[src/rtl/pp_gen_pkg.sv]
package pp_gen_pkg;
  typedef enum logic [1:0] {
    ST_IDLE = 2'd0,
    ST_SCAN = 2'd1,
    ST_DONE = 2'd2
  } scan_state_e;
endpackage

[src/rtl/pp_mask_unit.sv]
module pp_mask_unit #(
  parameter int N  = 16,
  parameter int CW = $clog2(N + 1)
) (
  input  logic [N-1:0]  mplier_i,
  input  logic [CW-1:0] mask_cnt_i,
  output logic [N-1:0]  mplier_o,
  output logic [CW-1:0] lim_o
);
  localparam logic [CW-1:0] NMAX = CW'(N);

  // clamp to N so an oversize count clears the whole multiplier
  assign lim_o = (mask_cnt_i > NMAX) ? NMAX : mask_cnt_i;

  for (genvar g = 0; g < N; g++) begin : g_keep
    assign mplier_o[g] = mplier_i[g] & (lim_o <= CW'(g));
  end
endmodule

[src/rtl/pp_shift_unit.sv]
module pp_shift_unit #(
  parameter int N  = 16,
  parameter int IW = $clog2(N),
  parameter int PW = 2 * N
) (
  input  logic [N-1:0]  mcand_i,
  input  logic [IW-1:0] sh_i,
  output logic [PW-1:0] pp_o
);
  logic [PW-1:0] stg [IW+1];

  assign stg[0] = {{(PW-N){1'b0}}, mcand_i};

  // log-depth barrel: stage s moves by 2**s when sh_i[s] is set
  for (genvar s = 0; s < IW; s++) begin : g_stage
    assign stg[s+1] = sh_i[s] ? (stg[s] << (1 << s)) : stg[s];
  end

  assign pp_o = stg[IW];
endmodule

[src/rtl/pp_scan_ctrl.sv]
module pp_scan_ctrl
  import pp_gen_pkg::*;
#(
  parameter int N  = 16,
  parameter int IW = $clog2(N)
) (
  input  logic          clk_i,
  input  logic          rst_ni,
  input  logic          start_i,
  output logic          accept_o,
  output logic          busy_o,
  output logic          scan_o,
  output logic          done_o,
  output logic [IW-1:0] idx_o
);
  localparam logic [IW-1:0] LAST = IW'(N - 1);

  scan_state_e   state_q;
  logic [IW-1:0] idx_q;

  always_ff @(posedge clk_i or negedge rst_ni) begin
    if (!rst_ni) begin
      state_q <= ST_IDLE;
      idx_q   <= '0;
    end else begin
      case (state_q)
        ST_IDLE: if (start_i) begin
          state_q <= ST_SCAN;
          idx_q   <= '0;
        end
        ST_SCAN: if (idx_q == LAST) state_q <= ST_DONE;
                 else idx_q <= idx_q + 1'b1;
        ST_DONE: state_q <= ST_IDLE;
        default: state_q <= ST_IDLE;
      endcase
    end
  end

  assign busy_o   = (state_q != ST_IDLE);
  assign scan_o   = (state_q == ST_SCAN);
  assign done_o   = (state_q == ST_DONE);
  assign accept_o = start_i && (state_q == ST_IDLE);
  assign idx_o    = idx_q;

  p_idx_step_r3: assert property (@(posedge clk_i) disable iff (!rst_ni)
    (scan_o && $past(scan_o)) |-> (idx_q == $past(idx_q) + 1'b1));

  p_done_after_last_r2: assert property (@(posedge clk_i) disable iff (!rst_ni)
    done_o |-> ($past(scan_o) && $past(idx_q) == LAST));

  p_done_pulse_r2: assert property (@(posedge clk_i) disable iff (!rst_ni)
    done_o |=> !done_o);
endmodule

[src/rtl/pp_zero_skip_gen.sv]
module pp_zero_skip_gen #(
  parameter int N  = 16,
  parameter int IW = $clog2(N),
  parameter int CW = $clog2(N + 1),
  parameter int PW = 2 * N
) (
  input  logic          clk_i,
  input  logic          rst_ni,
  input  logic          start_i,
  input  logic [N-1:0]  mcand_i,
  input  logic [N-1:0]  mplier_i,
  input  logic [CW-1:0] mask_cnt_i,
  output logic          busy_o,
  output logic          pp_valid_o,
  output logic [PW-1:0] pp_data_o,
  output logic [IW-1:0] pp_idx_o,
  output logic [CW-1:0] pp_count_o,
  output logic          done_o
);
  logic          accept;
  logic          scan;
  logic [IW-1:0] idx;
  logic [N-1:0]  masked;
  logic [CW-1:0] lim;
  logic [N-1:0]  mcand_q;
  logic [N-1:0]  mplier_q;
  logic [CW-1:0] mask_q;
  logic [CW-1:0] count_q;

  pp_scan_ctrl #(.N(N), .IW(IW)) u_ctrl (
    .clk_i    (clk_i),
    .rst_ni   (rst_ni),
    .start_i  (start_i),
    .accept_o (accept),
    .busy_o   (busy_o),
    .scan_o   (scan),
    .done_o   (done_o),
    .idx_o    (idx)
  );

  pp_mask_unit #(.N(N), .CW(CW)) u_mask (
    .mplier_i   (mplier_i),
    .mask_cnt_i (mask_cnt_i),
    .mplier_o   (masked),
    .lim_o      (lim)
  );

  always_ff @(posedge clk_i or negedge rst_ni) begin
    if (!rst_ni) begin
      mcand_q  <= '0;
      mplier_q <= '0;
      mask_q   <= '0;
      count_q  <= '0;
    end else if (accept) begin
      mcand_q  <= mcand_i;
      mplier_q <= masked;
      mask_q   <= lim;
      count_q  <= '0;
    end else if (pp_valid_o) begin
      count_q  <= count_q + 1'b1;
    end
  end

  // sensed multiplier bit gates the copy; shift rides along with it
  assign pp_valid_o = scan && mplier_q[idx];
  assign pp_idx_o   = idx;
  assign pp_count_o = count_q;

  pp_shift_unit #(.N(N), .IW(IW), .PW(PW)) u_shift (
    .mcand_i (mcand_q),
    .sh_i    (idx),
    .pp_o    (pp_data_o)
  );

  p_valid_busy_r3: assert property (@(posedge clk_i) disable iff (!rst_ni)
    pp_valid_o |-> busy_o);

  p_above_mask_r5: assert property (@(posedge clk_i) disable iff (!rst_ni)
    pp_valid_o |-> (CW'(pp_idx_o) >= mask_q));

  p_shift_zeros_r4: assert property (@(posedge clk_i) disable iff (!rst_ni)
    pp_valid_o |-> (((pp_data_o >> pp_idx_o) << pp_idx_o) == pp_data_o));

  p_count_clear_r6: assert property (@(posedge clk_i) disable iff (!rst_ni)
    accept |=> (pp_count_o == '0));

  p_count_bound_r6: assert property (@(posedge clk_i) disable iff (!rst_ni)
    pp_count_o <= CW'(N));
endmodule

[config.mk]
export PLATFORM = sky130hd
export DESIGN_NAME = pp_zero_skip_gen
export DESIGN_NICKNAME = d
export VERILOG_FILES = /design/src/rtl/pp_gen_pkg.sv /design/src/rtl/pp_mask_unit.sv /design/src/rtl/pp_shift_unit.sv /design/src/rtl/pp_scan_ctrl.sv /design/src/rtl/pp_zero_skip_gen.sv
export SDC_FILE = /design/constraint.sdc
export NUM_CORES = 1
export LEC_CHECK = 0
export BUFFER_PORTS_ARGS = -buffer_cell sky130_fd_sc_hd__buf_4
export CORE_MARGIN = 4
export CORE_UTILIZATION = 45
export DETAILED_ROUTE_END_ITERATION = 10
export PLACE_DENSITY = 0.73
export SLEW_MARGIN = 20
export SYNTH_ARGS = -nofsm -noshare
export SYNTH_HDL_FRONTEND = slang
export SYNTH_SLANG_ARGS = --single-unit
export TNS_END_PERCENT = 5
[constraint.sdc]
create_clock -name clk_i -period 1.9 [get_ports clk_i]
set_input_delay 0.095 -clock clk_i [delete_from_list [all_inputs] [get_ports clk_i]]
set_output_delay 0.095 -clock clk_i [all_outputs]
set_load 0.01 [all_outputs]
==> impl_summary.md <==
Run status
The run finished, with violations left. The final reports fail on setup timing.

Placed design
The routability-driven placement congestion ratio is roughly 0.9. The number of placed instances, taps included, is roughly 450. The placed cell area is between 3000 and 4000 um^2. During placement, the flow inserted port buffers numbering 82.

The detailed placer's ending HPWL is ~5.6 mm.

STA
The number of pins exceeding their max-slew limit in the final report is 0. Setup repair after global routing could not meet its margin everywhere. The final worst slack is -0.243 ns. Subtracting the final worst setup slack from the clock period gives 2.14 ns. The portion of the clock cycle consumed by the worst path in the final layout is 113%. The worst-case headroom to the max-slew limit is 62.4%. The upper clock frequency limit is 467 MHz. The total of endpoints with negative setup slack in the final report is 22.

Clock skew on the completed layout was measured at 0.00881 ns. The worst hold margin is 0.0151 ns. The final hold violation count is 0. The transition time at the pin with the least slew margin is 0.560 ns.

Power
The switching power summed over all nets is around 3.2 mW. The sequential cell fraction of total power is 22.8%. The areal power density over the cells is 1970 nW/um^2. In this run, the combinational gates consume between 60% and 70% of the power. VDD sags by at most 1080 uV.

The portion of total power attributed to the clock network is ~10%. The analysis attributes to cell leakage a power of approximately 1.8 nW. The internal power component is 4.24 mW. Of the total power, the share spent switching nets is 43.1%.

Final layout
The register cell area after layout is around 1100 um^2. The number of cells in the finished layout apart from fillers is 463. The synthesis-to-layout area growth is 32.5%.

The multi-input combinational cells in the finished layout cover a total of 1670 um^2. In the final layout, the share of cells above drive strength 1 is 41.2%. With fillers left out, the area of the finished cells amounts to 3790 um^2.

The final net count is 429. The antenna cell count is 0. After filler insertion, the fill cell instance count of the layout stands at 524.

CTS
The TritonCTS clock tree is built. The number of levels in the clock H-tree is 2. The clock reaches the later pin of the worst-skew pair after about 0.3 ns. The clock tree root buffer cell is sky130_fd_sc_hd__clkbuf_8. The longest clock path from root to sink contains 2 buffers. After clock tree synthesis, the clock-pin slew on the worst setup and hold paths is ~0.090 ns. Counting every sink on the clock net gives 43. TritonCTS created 5 clock buffers.

Critical path
STA classifies the critical path startpoint as a register. The required time of the critical path is 1.80 ns. The signal arrival time at the worst endpoint is 2.05 ns.

The worst setup path is captured at an output pin. Of all nets on the critical path, the largest fanout is 8. The critical path is of the register to output pin type.

Floorplan
The core region is 6030 um^2. The die area is between 7000 and 8000 um^2. The overall die height is 87.7 um. The number of ports placed on the die boundary is 84. The floorplan row count is 28. The die width is 87.7 um.

The initial utilization of the core area, before any placement, comes to a little under half.

Global routing
Entering global routing, the biggest net connects 44 pins. The via count of the first global-routing pass is 2359. The number of antenna violations at the first check in global routing is 0. Global routing used slightly below 20% of the available tracks across all layers.

The first global-routing pass estimated 11.6 mm of wire. After global routing the overflow that remains totals 0.

Synthesis
The synthesized design spends more area on one cell type than any other, namely sky130_fd_sc_hd__dfrtp_1. The number of flops mapped to enable cells by yosys is 0. Counting every instance in the synthesized netlist gives 299. The most frequently used flop master after synthesis is sky130_fd_sc_hd__dfrtp_1. After synthesis the cells add up to 2860 um^2. The share of synthesized area occupied by flip-flops and latches is a little under two fifths. The async set-reset flop share out of synthesis is 100%. The share of the synthesized area in the top cell type is 37.6%. The net count after synthesis is 341.

Sorting the synthesized cells by area gives the leading types as sky130_fd_sc_hd__dfrtp_1 38%, sky130_fd_sc_hd__mux2_2 9.1%, sky130_fd_sc_hd__mux2i_1 8.8%. The number of warnings issued by yosys is 0. In this run, synthesis produced a sequential element count of 43. In this run, distinct cell masters in the synthesized netlist total 48.

Averaged over all synthesized cells, the footprint is 9.56 um^2.

Route
The post-detailed-routing wire length is between 7 and 8 mm. The DRC violations left is 0. The routed wirelength normalized by instance count is approximately 16 um.

The number of DRC violations after detailed-routing iteration 0 is 110. The number of vias after detailed routing is between 2000 and 3000. The number of vias per cell is 5.48. In this run the remaining antenna-violating nets after routing total 0. The first detailed-routing pass took 4 iterations.

Job
Max-cap violations in this run came to 0.

Min path
The path type of the worst min-delay path is input pin to register.
[synthesized netlist by cell type, drive strengths merged (3+ instances only)]
cell,n
nand3,13
a22oi,4
o22ai,3
dfrtp,43
nand2b,4
inv,6
a32o,6
nor4,3
mux2i,25
nand2,45
nor2b,5
a21oi,10
o21ai,18
mux4,7
clkbuf,9
nor3,4
and2,3
nor2,25
buf,14
o31ai,4
mux2,26
[registers in the layout, indices dropped and copies added (netlist names)]
name,cells
u_ctrl.state_q,2
u_ctrl.idx_o,4
mplier_q,16
mcand_q,16
pp_count_o,5
[metal layers]
metal | GRT usage, % | vias up | wire length, um
met5 | 0 | - | 0
met4 | 6.14 | 0 | 91
met3 | 3.39 | 8 | 439
met2 | 30.7 | 73 | 3680
met1 | 26.8 | 1205 | 3140
li1 | - | 1250 | -
[repair_timing]
item	in CTS	in global routing
endpoints found under the setup margin	24	27
hold endpoints to repair	45	0
pin swaps	9	4
hold buffers	3	0
gates resized for setup	11	12
buffers inserted	3	0
[through the flow]
stage | utilization, % | setup WS (ns) | TNS [ns] | power [mW]
final | 62.9 | -0.243 | -3.15 | 7.45
after global routing | 62.9 | -0.304 | -4.84 | 7.97
after CTS | 62.3 | -0.234 | -3.15 | 7.34
after detailed placement | 59.1 | 0.0732 | 0 | 6.42
after global placement | 59.1 | 0.0953 | 0 | 6.35
after floorplan | - | 0.231 | 0 | 4.67
[power by group through the flow]
| stage | registers (mW) | logic [mW] | clock network [mW] |
|---|---|---|---|
| 2_1_floorplan | 1.59 | 3.08 | 0 |
| 3_3_place_gp | 1.68 | 4.67 | 0 |
| 3_5_place_dp | 1.69 | 4.73 | 0 |
| 4_1_cts | 1.68 | 4.91 | 0.755 |
| 5_1_grt | 1.77 | 5.41 | 0.791 |
| 6_report | 1.70 | 5.01 | 0.733 |
[worst max-delay path, cell delays in order, from the launching register on]
cell and delay, ns:
sky130_fd_sc_hd__dfrtp_1 0.42, sky130_fd_sc_hd__buf_6 0.16, sky130_fd_sc_hd__mux2_4 0.31, sky130_fd_sc_hd__mux2_2 0.28
sky130_fd_sc_hd__mux2_2 0.28, sky130_fd_sc_hd__nor2_1 0.10, sky130_fd_sc_hd__a21oi_1 0.05, sky130_fd_sc_hd__buf_4 0.15
[final cells by class]
cell class | count | area share [%]
Clock buffer | 5 | 1.82
Sequential cell | 43 | 28.4
Clock inverter | 3 | 1.16
Multi-Input combinational cell | 226 | 44.1
Inverter | 7 | 0.793
Tap cell | 75 | 2.48
Timing Repair Buffer | 104 | 21.2
[cells in the final DEF (no fill, tap or decap), types with 3 or more instances in the layout]
| cell | instances |
|---|---|
| sky130_fd_sc_hd__mux2_2 | 23 |
| sky130_fd_sc_hd__a21oi_2 | 3 |
| sky130_fd_sc_hd__clkbuf_8 | 5 |
| sky130_fd_sc_hd__a32o_1 | 6 |
| sky130_fd_sc_hd__nor2_1 | 25 |
| sky130_fd_sc_hd__nand2b_1 | 4 |
| sky130_fd_sc_hd__mux2i_1 | 20 |
| sky130_fd_sc_hd__a22oi_1 | 3 |
| sky130_fd_sc_hd__o21ai_1 | 6 |
| sky130_fd_sc_hd__o21ai_0 | 10 |
| sky130_fd_sc_hd__mux4_2 | 7 |
| sky130_fd_sc_hd__nor3_1 | 4 |
| sky130_fd_sc_hd__o22ai_1 | 3 |
| sky130_fd_sc_hd__nand3_1 | 12 |
| sky130_fd_sc_hd__inv_1 | 6 |
| sky130_fd_sc_hd__mux2i_2 | 5 |
| sky130_fd_sc_hd__nor2b_1 | 4 |
| sky130_fd_sc_hd__nand2_1 | 44 |
| sky130_fd_sc_hd__a21oi_1 | 7 |
| sky130_fd_sc_hd__nor4_1 | 3 |
| sky130_fd_sc_hd__dfrtp_1 | 42 |
| sky130_fd_sc_hd__dlygate4sd3_1 | 3 |
| sky130_fd_sc_hd__and2_1 | 3 |
| sky130_fd_sc_hd__o31ai_1 | 4 |
| sky130_fd_sc_hd__buf_4 | 99 |
| sky130_fd_sc_hd__mux2_4 | 3 |
[cells by family after synthesis]
family	count (synthesis)	synth area share, %
compound gates	56	13.1
xor+xnor	4	1.23
fa+ha+maj	2	0.875
buf+inv	30	5.73
flops	43	37.6
mux	58	24.8
other cells	1	0.131
simple gates	105	16.5
[final timing paths]
check	cells after the start	to	slack [ns]	from
worst min register to register	2	mplier_q[0]$_DFFE_PN0P_	0.48	mplier_q[0]$_DFFE_PN0P_
worst max register to register	7	pp_count_o[2]$_DFFE_PN0P_	0.18	u_ctrl.idx_o[0]$_DFFE_PN0P_
min in group asynchronous	2	mcand_q[8]$_DFFE_PN0P_	0.34	rst_ni
max in group asynchronous	2	u_ctrl.idx_o[2]$_DFFE_PN0P_	1.14	rst_ni
worst max-delay path	7	pp_data_o[13]	-0.24	u_ctrl.idx_o[0]$_DFFE_PN0P_
worst min-delay path	2	mcand_q[13]$_DFFE_PN0P_	0.02	mcand_i[13]
(Power assumes the default switching activity.)
